--- src/rtl/scsi_cmd_irq.sv ---
module scsi_cmd_irq #(
  parameter int AW = 3
) (
  input  logic          clk,
  input  logic          rst_n,
  input  logic          reg_wr,
  input  logic          reg_rd,
  input  logic [AW-1:0] reg_addr,
  input  logic [7:0]    reg_wdata,
  output logic [7:0]    reg_rdata,
  input  logic          bus_bsy,
  input  logic          bus_msg,
  input  logic          bus_cd,
  input  logic          bus_io,
  input  logic          bus_req,
  input  logic          bus_rst,
  input  logic          seq_done,
  input  logic          seq_fail,
  input  logic          seq_tgt,
  input  logic [7:0]    seq_irq0_set,
  output logic          start_sel,
  output logic          start_xfr,
  output logic          start_brst,
  output logic [7:0]    active_cmd,
  output logic          fifo_flush,
  output logic          bus_release,
  output logic          atn_out,
  output logic          irq_pin
);
  localparam logic [AW-1:0] A_CMD = AW'(0);
  localparam logic [AW-1:0] A_IR0 = AW'(1);
  localparam logic [AW-1:0] A_IR1 = AW'(2);
  localparam logic [AW-1:0] A_EN0 = AW'(3);
  localparam logic [AW-1:0] A_EN1 = AW'(4);
  localparam logic [AW-1:0] A_ENV = AW'(5);

  localparam logic [7:0] C_CHIPRST = 8'h01;
  localparam logic [7:0] C_BUSRST  = 8'h02;
  localparam logic [7:0] C_FLUSH   = 8'h03;
  localparam logic [7:0] C_SEL     = 8'h41;
  localparam logic [7:0] C_SELATN  = 8'h42;
  localparam logic [7:0] C_XFR     = 8'h C0;
  localparam logic [7:0] C_PAD     = 8'hC1;
  localparam logic [7:0] C_ATNON   = 8'hC3;
  localparam logic [7:0] C_ATNOFF  = 8'hC4;

  logic [7:0] req0_q, req1_q, en0_q, en1_q, env_q, cmd_q;
  logic       init_q, targ_q, cip_q, rst_q, bsy_q;
  logic [2:0] ph_ref_q;

  logic cmd_we, state_ok, is_chiprst, accept, go_sel, go_xfr, go_brst, needs_seq, immediate;
  logic rst_rise, disc, ph_diff, ph_chg, fnc_set, irq_act;
  logic [2:0] phase;
  logic [7:0] set1, clr0, clr1;

  assign cmd_we     = reg_wr && (reg_addr == A_CMD);
  assign is_chiprst = (reg_wdata == C_CHIPRST);

  always_comb begin
    case (reg_wdata[7:6])
      2'b00:   state_ok = 1'b1;
      2'b01:   state_ok = !init_q && !targ_q;
      2'b10:   state_ok = targ_q && !init_q;
      default: state_ok = init_q && !targ_q;
    endcase
  end

  assign accept    = cmd_we && state_ok && (!cip_q || is_chiprst);
  assign go_sel    = accept && (reg_wdata == C_SEL || reg_wdata == C_SELATN);
  assign go_xfr    = accept && (reg_wdata == C_XFR || reg_wdata == C_PAD);
  assign go_brst   = accept && (reg_wdata == C_BUSRST);
  assign needs_seq = go_sel || go_xfr || go_brst;
  assign immediate = accept && !needs_seq && !is_chiprst;
  wire   chiprst   = accept && is_chiprst;

  assign phase    = {bus_msg, bus_cd, bus_io};
  assign rst_rise = bus_rst && !rst_q;
  assign disc     = init_q && bsy_q && !bus_bsy && !rst_rise;
  assign ph_diff  = init_q && !disc && !rst_rise && (phase != ph_ref_q);
  assign ph_chg   = ph_diff && bus_req;
  assign fnc_set  = immediate || (seq_done && cip_q);

  assign set1 = {3'b000, rst_rise, disc, ph_chg && bus_msg, ph_chg, fnc_set};
  assign clr0 = (reg_rd && reg_addr == A_IR0) ? 8'hFF : 8'h00;
  assign clr1 = (reg_rd && reg_addr == A_IR1) ? 8'hFF : 8'h00;

  always_ff @(posedge clk or negedge rst_n) begin
    if (!rst_n) begin
      req0_q <= '0; req1_q <= '0; en0_q <= '0; en1_q <= '0; env_q <= '0; cmd_q <= '0;
      init_q <= 1'b0; targ_q <= 1'b0; cip_q <= 1'b0; atn_out <= 1'b0;
      rst_q <= 1'b0; bsy_q <= 1'b0; ph_ref_q <= '0;
      start_sel <= 1'b0; start_xfr <= 1'b0; start_brst <= 1'b0;
      fifo_flush <= 1'b0; bus_release <= 1'b0;
    end else begin
      rst_q       <= bus_rst;
      bsy_q       <= bus_bsy;
      start_sel   <= go_sel;
      start_xfr   <= go_xfr;
      start_brst  <= go_brst;
      fifo_flush  <= chiprst || (accept && reg_wdata == C_FLUSH);
      bus_release <= rst_rise;
      if (!(ph_diff && !bus_req)) ph_ref_q <= phase;

      if (reg_wr && reg_addr == A_ENV) env_q <= reg_wdata;

      if (chiprst) begin
        req0_q <= '0; req1_q <= '0; en0_q <= '0; en1_q <= '0; cmd_q <= '0;
        init_q <= 1'b0; targ_q <= 1'b0; cip_q <= 1'b0; atn_out <= 1'b0;
      end else begin
        req0_q <= (req0_q & ~clr0) | seq_irq0_set;
        req1_q <= (req1_q & ~clr1) | set1;
        if (reg_wr && reg_addr == A_EN0) en0_q <= reg_wdata;
        if (reg_wr && reg_addr == A_EN1) en1_q <= reg_wdata;

        if (needs_seq) begin
          cip_q <= 1'b1;
          cmd_q <= reg_wdata;
        end else if (seq_done) begin
          cip_q <= 1'b0;
          cmd_q <= '0;
        end

        if (rst_rise || disc || seq_fail) init_q <= 1'b0;
        else if (go_sel)                  init_q <= 1'b1;

        if (rst_rise)                   targ_q <= 1'b0;
        else if (seq_tgt && !init_q)    targ_q <= 1'b1;

        if (rst_rise)                                atn_out <= 1'b0;
        else if (accept && reg_wdata == C_ATNON)     atn_out <= 1'b1;
        else if (accept && reg_wdata == C_ATNOFF)    atn_out <= 1'b0;
      end
    end
  end

  assign active_cmd = cmd_q;
  assign irq_act    = |(req0_q & en0_q) || |(req1_q & en1_q);
  assign irq_pin    = irq_act ^ env_q[0];

  always_comb begin
    case (reg_addr)
      A_CMD:   reg_rdata = {(|req0_q) || (|req1_q), init_q, targ_q, cip_q, 3'b000, bus_rst};
      A_IR0:   reg_rdata = req0_q;
      A_IR1:   reg_rdata = req1_q;
      A_EN0:   reg_rdata = en0_q;
      A_EN1:   reg_rdata = en1_q;
      A_ENV:   reg_rdata = env_q;
      default: reg_rdata = '0;
    endcase
  end

  a_r2_busy_drops: assert property (@(posedge clk) disable iff (!rst_n)
    (cip_q && cmd_we && reg_wdata != C_CHIPRST) |=> !(start_sel || start_xfr || start_brst || fifo_flush));

  a_r4_one_start: assert property (@(posedge clk) disable iff (!rst_n)
    $onehot0({start_sel, start_xfr, start_brst}));

  a_r4_done_finishes: assert property (@(posedge clk) disable iff (!rst_n)
    (seq_done && cip_q && !cmd_we) |=> (!cip_q && req1_q[0]));

  a_r5_read_clears: assert property (@(posedge clk) disable iff (!rst_n)
    (reg_rd && reg_addr == A_IR0 && seq_irq0_set == 8'h00) |=> (req0_q == 8'h00));

  a_r6_idle_level: assert property (@(posedge clk) disable iff (!rst_n)
    (req0_q == 8'h00 && req1_q == 8'h00) |-> (irq_pin == env_q[0]));

  a_r10_bus_reset: assert property (@(posedge clk) disable iff (!rst_n)
    $rose(bus_rst) |=> (!init_q && !targ_q && bus_release));
endmodule

--- config.mk ---
export PLATFORM = sky130hd
export DESIGN_NAME = scsi_cmd_irq
export DESIGN_NICKNAME = d
export VERILOG_FILES = /design/src/rtl/scsi_cmd_irq.sv
export SDC_FILE = /design/constraint.sdc
export NUM_CORES = 1
export LEC_CHECK = 0
export BUFFER_PORTS_ARGS = -buffer_cell sky130_fd_sc_hd__buf_2
export CAP_MARGIN = 25
export CORE_ASPECT_RATIO = 0.75
export CORE_UTILIZATION = 30
export CTS_BUF_LIST = sky130_fd_sc_hd__clkbuf_8 sky130_fd_sc_hd__clkbuf_16
export DETAILED_ROUTE_END_ITERATION = 10
export PLACE_DENSITY = 0.53
export SLEW_MARGIN = 40
export SYNTH_ARGS = -nofsm -noshare
export SYNTH_HDL_FRONTEND = slang
export SYNTH_SLANG_ARGS = --single-unit
--- constraint.sdc ---
create_clock -name clk -period 1.72 [get_ports clk]
set_clock_uncertainty 0.1 [all_clocks]
set_input_delay 0.172 -clock clk [delete_from_list [all_inputs] [get_ports clk]]
set_output_delay 0.172 -clock clk [all_outputs]
set_load 0.1 [all_outputs]
# Yosys cells after proc, flatten, opt, wreduce, memory -nomap -nowiden
# Index checks and enable logic that the tools add are counted.
dict set report classes {
  n_eq_ne 17
  n_mux 26
  bitwise 9
  reduce_logical 65
}
# operator n
set ops {}
lappend ops {{$mux 8} 11}
lappend ops {{$pmux 8 s6} 1}
lappend ops {{$and 8x8->8} 4}
lappend ops {{$eq 8x8->1 const B} 4}
lappend ops {{$logic_and 1x1->1} 32}
lappend ops {{$reduce_or 8->1} 4}
lappend ops {{$eq 8x2->1 const B} 2}
lappend ops {{$eq 8x7->1 const B} 2}
lappend ops {{$not 8->8} 2}
lappend ops {{$mux 1} 13}
lappend ops {{$logic_or 1x1->1} 11}
lappend ops {{$logic_not 1->1} 10}
lappend ops {{$reduce_bool 3->1} 3}
lappend ops {{$eq 8x1->1 const B} 1}
lappend ops {{$or 8x5->8} 1}
lappend ops {{$or 8x8->8} 1}
lappend ops {{$eq 3x2->1 const B} 2}
lappend ops {{$eq 3x3->1 const B} 2}
lappend ops {{$reduce_bool 2->1} 2}
lappend ops {{$reduce_bool 4->1} 1}
lappend ops {{$eq 3x1->1 const B} 1}
lappend ops {{$logic_not 3->1} 1}
lappend ops {{$ne 3x3->1} 1}
lappend ops {{$pmux 1 s3} 1}
lappend ops {{other kinds (4)} 4}
dict set report word_totals {
  reg_bits 62
  input_bits 32
  out_inout_bits 23
}

# Depth between registers and ports, before layout
dict set report depth {
  word_depth 14
  mapped_depth 7
  depth_no_buf 6
}

# Worst setup path before layout
# No wires, ideal clock.
dict set report synth_path {
  kind {input-to-output}
  from {in reg_addr[0]}
  to {out reg_rdata[0]}
  arrival_ps 3262
  required_ps 1448
  path_slack_ps -1814
  path_stages 4
  path_cell_list {clkbuf_1 buf_1 mux2i_1 o32ai_1}
}
dict set report synth_via {
  elab_chain_len 2
  elab_cells_between_ends 7
  classes_between {eq/ne (5); mux (1); reduce/logical (1)}
}
# item line
set synth_lines {}
lappend synth_lines {{start, declared} 8} ;# input logic [AW-1:0] reg_addr,
lappend synth_lines {{$eq 3x3->1 (tied with other cells)} 141} ;# case (reg_addr)
lappend synth_lines {{$pmux 8 s6 (*)} 141}
lappend synth_lines {{end, declared} 10} ;# output logic [7:0] reg_rdata,
# Every way passes the cells marked *; elsewhere a longest branch is shown, timed or not.

# Worst setup path in the final report
dict set report layout_path {
  from {reg req1_q[7]}
  to {out irq_pin}
}
dict set report layout_via {
  elab_chain_len 4
}
# item line
set layout_lines {}
lappend layout_lines {{start, declared} 47} ;# logic [7:0] req0_q, req1_q, en0_q, en1_q, env_q, cmd_q;
lappend layout_lines {{start signal, assigned} 111} ;# req1_q <= (req1_q & ~clr1) | set1;
lappend layout_lines {{$and 8x8->8} 137} ;# assign irq_act = |(req0_q & en0_q) || |(req1_q & en1_q);
lappend layout_lines {{$reduce_or 8->1} 137}
lappend layout_lines {{$logic_or 1x1->1} 137}
lappend layout_lines {{$xor 1x1->1} 138} ;# assign irq_pin = irq_act ^ env_q[0];
lappend layout_lines {{end, declared} 28} ;# output logic irq_pin
# Every way passes these cells.

==> out/results.ini <==
[route]
drcViolationCount = 0
wirelength_mm = 11.2
drtPass1Iterations = 4
routedWlPerCell_um = 18.2
vias = 3181
routed_via_density = 5.19
detail_route.iter0.violations = 229
ant_nets = 0

[cells_and_area]
area_delta_synth_final_pct = 63.8
final_common_cell = buf_4
layout_common_cells = buf_4, dfrtp_1, buf_2
drive_gt1_frac = 0.449
antenna_cells = 0
final_nets = 510

[sta]
setup_tns_ns = -1.86
slew_headroom = 0.673
setup_viol = 9
fin_crit_sh = 1.28
worst_pin_slew_ns = 0.493
maxSlewViolCount = 0
hold_viol_final = 0
rsz0062_at_grt = true
timing.fmax_mhz = 456
worst_slack_ns = -0.475
fin_crit_ns = 2.19

[synthesis]
yosys_warnings = 0
synth_edf_count = 0
syn-num-nets = 362
syn_avg_cell_area_um2 = 9.85
netlist_instances = 325
synth_flop_cell = dfrtp_1
synth_seq_cells = 62
ys_types = 53
async_reset_ff_frac = 1.00
synth_seq_area_share = 0.485
syn-cell-area_um2 = 3200

[setup_path]
critPathSlowestCell = dfrtp_1
end_kind = primary output
critPathBufInv = 2
worstPathCellList = a22o_1 -> a221oi_2 -> nand4_1 -> buf_4 -> xor2_4 -> buf_12
critPathMaxFanout = 4
required_ns = 1.45
arrival_ns = 1.92
slowest_delay_ns = 0.44
path_class = flop to primary output
critPathLaunchType = flop
cp_top_family = flip-flops

[cts]
insertion_delay_ns = 0.33
cts_max_level = 3
clockBufferDepth = 2
root_buffer = clkbuf_16
numCtsBuffers = 9
cts.sinks = 62
cts_tree = yes
clk_pin_slew_worst_paths_ns = 0.05

[pwr]
peakVddDrop_uv = 474
power_frac_comb = 0.253
seqPwrFrac = 0.339
p_leak_nw = 2.38
p_int_mw = 3.63
power_density_nw_per_um2 = 970
switching_share = 0.287
total_power_mw = 5.09
p_clk_frac = 0.408
p_sw_mw = 1.46

[run_status]
status = complete, but fails checks
violations = negative setup slack

[global_routing]
grt_remaining_overflow = 0
grt_pass1_wl_mm = 18.0
grt_pass1_vias = 3249
antenna_found_initial = 0
grt_usage = 0.220
grt_max_degree = 33

[run]
maxCapViolations = 0

[floorplanning]
rows = 32
dieArea_um2 = 11100
coreArea_um2 = 10300
start_util = 0.310
die_h_um = 91.5
ios = 55
dieWidth_um = 121

[place]
io_buffers = 54
gp_congestion = 0.928
dp.final_hpwl_mm = 8.38

[worst_hold_path]
hold_class = primary input to flop

[cell usage after synthesis (4+ instances only)]
master | n | area [um2]
dfrtp_1 | 62 | 1550
nand2_1 | 38 | 143
a21oi_1 | 24 | 120
nor2_1 | 23 | 86.3
mux2i_1 | 17 | 170
clkbuf_1 | 11 | 41.3
o21ai_0 | 11 | 55.1
inv_1 | 10 | 37.5
mux2_2 | 10 | 113
o21ai_1 | 8 | 40.0
nand3_1 | 7 | 35.0
o22ai_1 | 7 | 43.8
a221oi_1 | 6 | 52.6
and4_1 | 5 | 43.8
ha_1 | 5 | 62.6
nand2b_1 | 5 | 31.3
nor4_1 | 5 | 31.3
o211ai_1 | 5 | 37.5
a22o_1 | 4 | 35.0
and3_1 | 4 | 25.0
buf_2 | 4 | 20.0
nor3_1 | 4 | 20.0
xnor2_1 | 4 | 35.0
[final timing paths]
path,startpoint,slack [ns],end,cells after the start
hold reg to reg,env_q[1],0.40,env_q[1],2
max in group asynchronous,rst_n,0.83,atn_out,3
min in group asynchronous,rst_n,0.16,env_q[3],2
hold / removal,bus_msg,0.03,ph_ref_q[2],2
setup reg to reg,init_q,0.03,ph_ref_q[1],5
setup / recovery,req1_q[7],-0.47,irq_pin,6
[metal layers]
metal,up-vias,track usage,wire length (um)
li1,1493,-,-
met1,1544,0.319,5270
met2,123,0.315,4870
met3,21,0.0496,810
met4,0,0.0802,229
met5,-,0,0
[flip-flops by register name, indices dropped and copies added (netlist names)]
name	count
fifo_flush	1
active_cmd	8
bus_release	1
targ_q	1
start_brst	1
rst_q	1
init_q	1
start_sel	1
cip_q	1
en0_q	8
en1_q	8
bsy_q	1
ph_ref_q	3
start_xfr	1
req0_q	8
env_q	8
atn_out	1
req1_q	8
[repair_timing]
action                                  CTS  global route
hold endpoints to repair                 75             0
gates cloned                              0             0
gates resized for setup                  18            19
pin swaps                                12            13
endpoints found under the setup margin    9            23
hold buffers                             14             0
buffers inserted                          6             2
[per-stage QoR]
step	cells	worst slack [ns]	area, um2	hold WS [ns]	util
after floorplan	325	-0.192	3470	-0.224	-
after global placement	582	-0.234	4590	-0.00921	0.445
after detailed placement	582	-0.254	4590	-0.0142	0.445
after CTS	613	-0.455	5150	0.0171	0.499
after global routing	613	-0.524	5250	0.0380	0.508
final	613	-0.475	5250	0.0342	0.508
[cells by family (layout without fill, tap and decap cells)]
family,Yosys count,after routing,share of synthesized area
mux,27,27,0.0883
buf+inv,28,180,0.0367
xor+xnor,5,5,0.0137
flops,62,62,0.485
compound gates,81,81,0.166
fa+ha+maj,5,5,0.0195
simple gates,117,117,0.191
[cell type report]
type | instances | area [um2]
Tap cell | 136 | 170
Fill cell | 935 | 5080
Inverter | 10 | 37.5
Multi-Input combinational cell | 235 | 1870
Clock buffer | 10 | 239
Sequential cell | 62 | 1560
Clock inverter | 5 | 98.8
Timing Repair Buffer | 155 | 1270
[power groups by stage]
stage	Sequential, mW	Clock, mW	Combinational, mW
final	1.72	2.08	1.29
after global routing	1.74	2.19	1.37
after CTS	1.72	2.12	1.27
after detailed placement	1.74	0	1.20
after global placement	1.73	0	1.19
after floorplan	1.71	0	0.678
(Power assumes the default switching activity.)
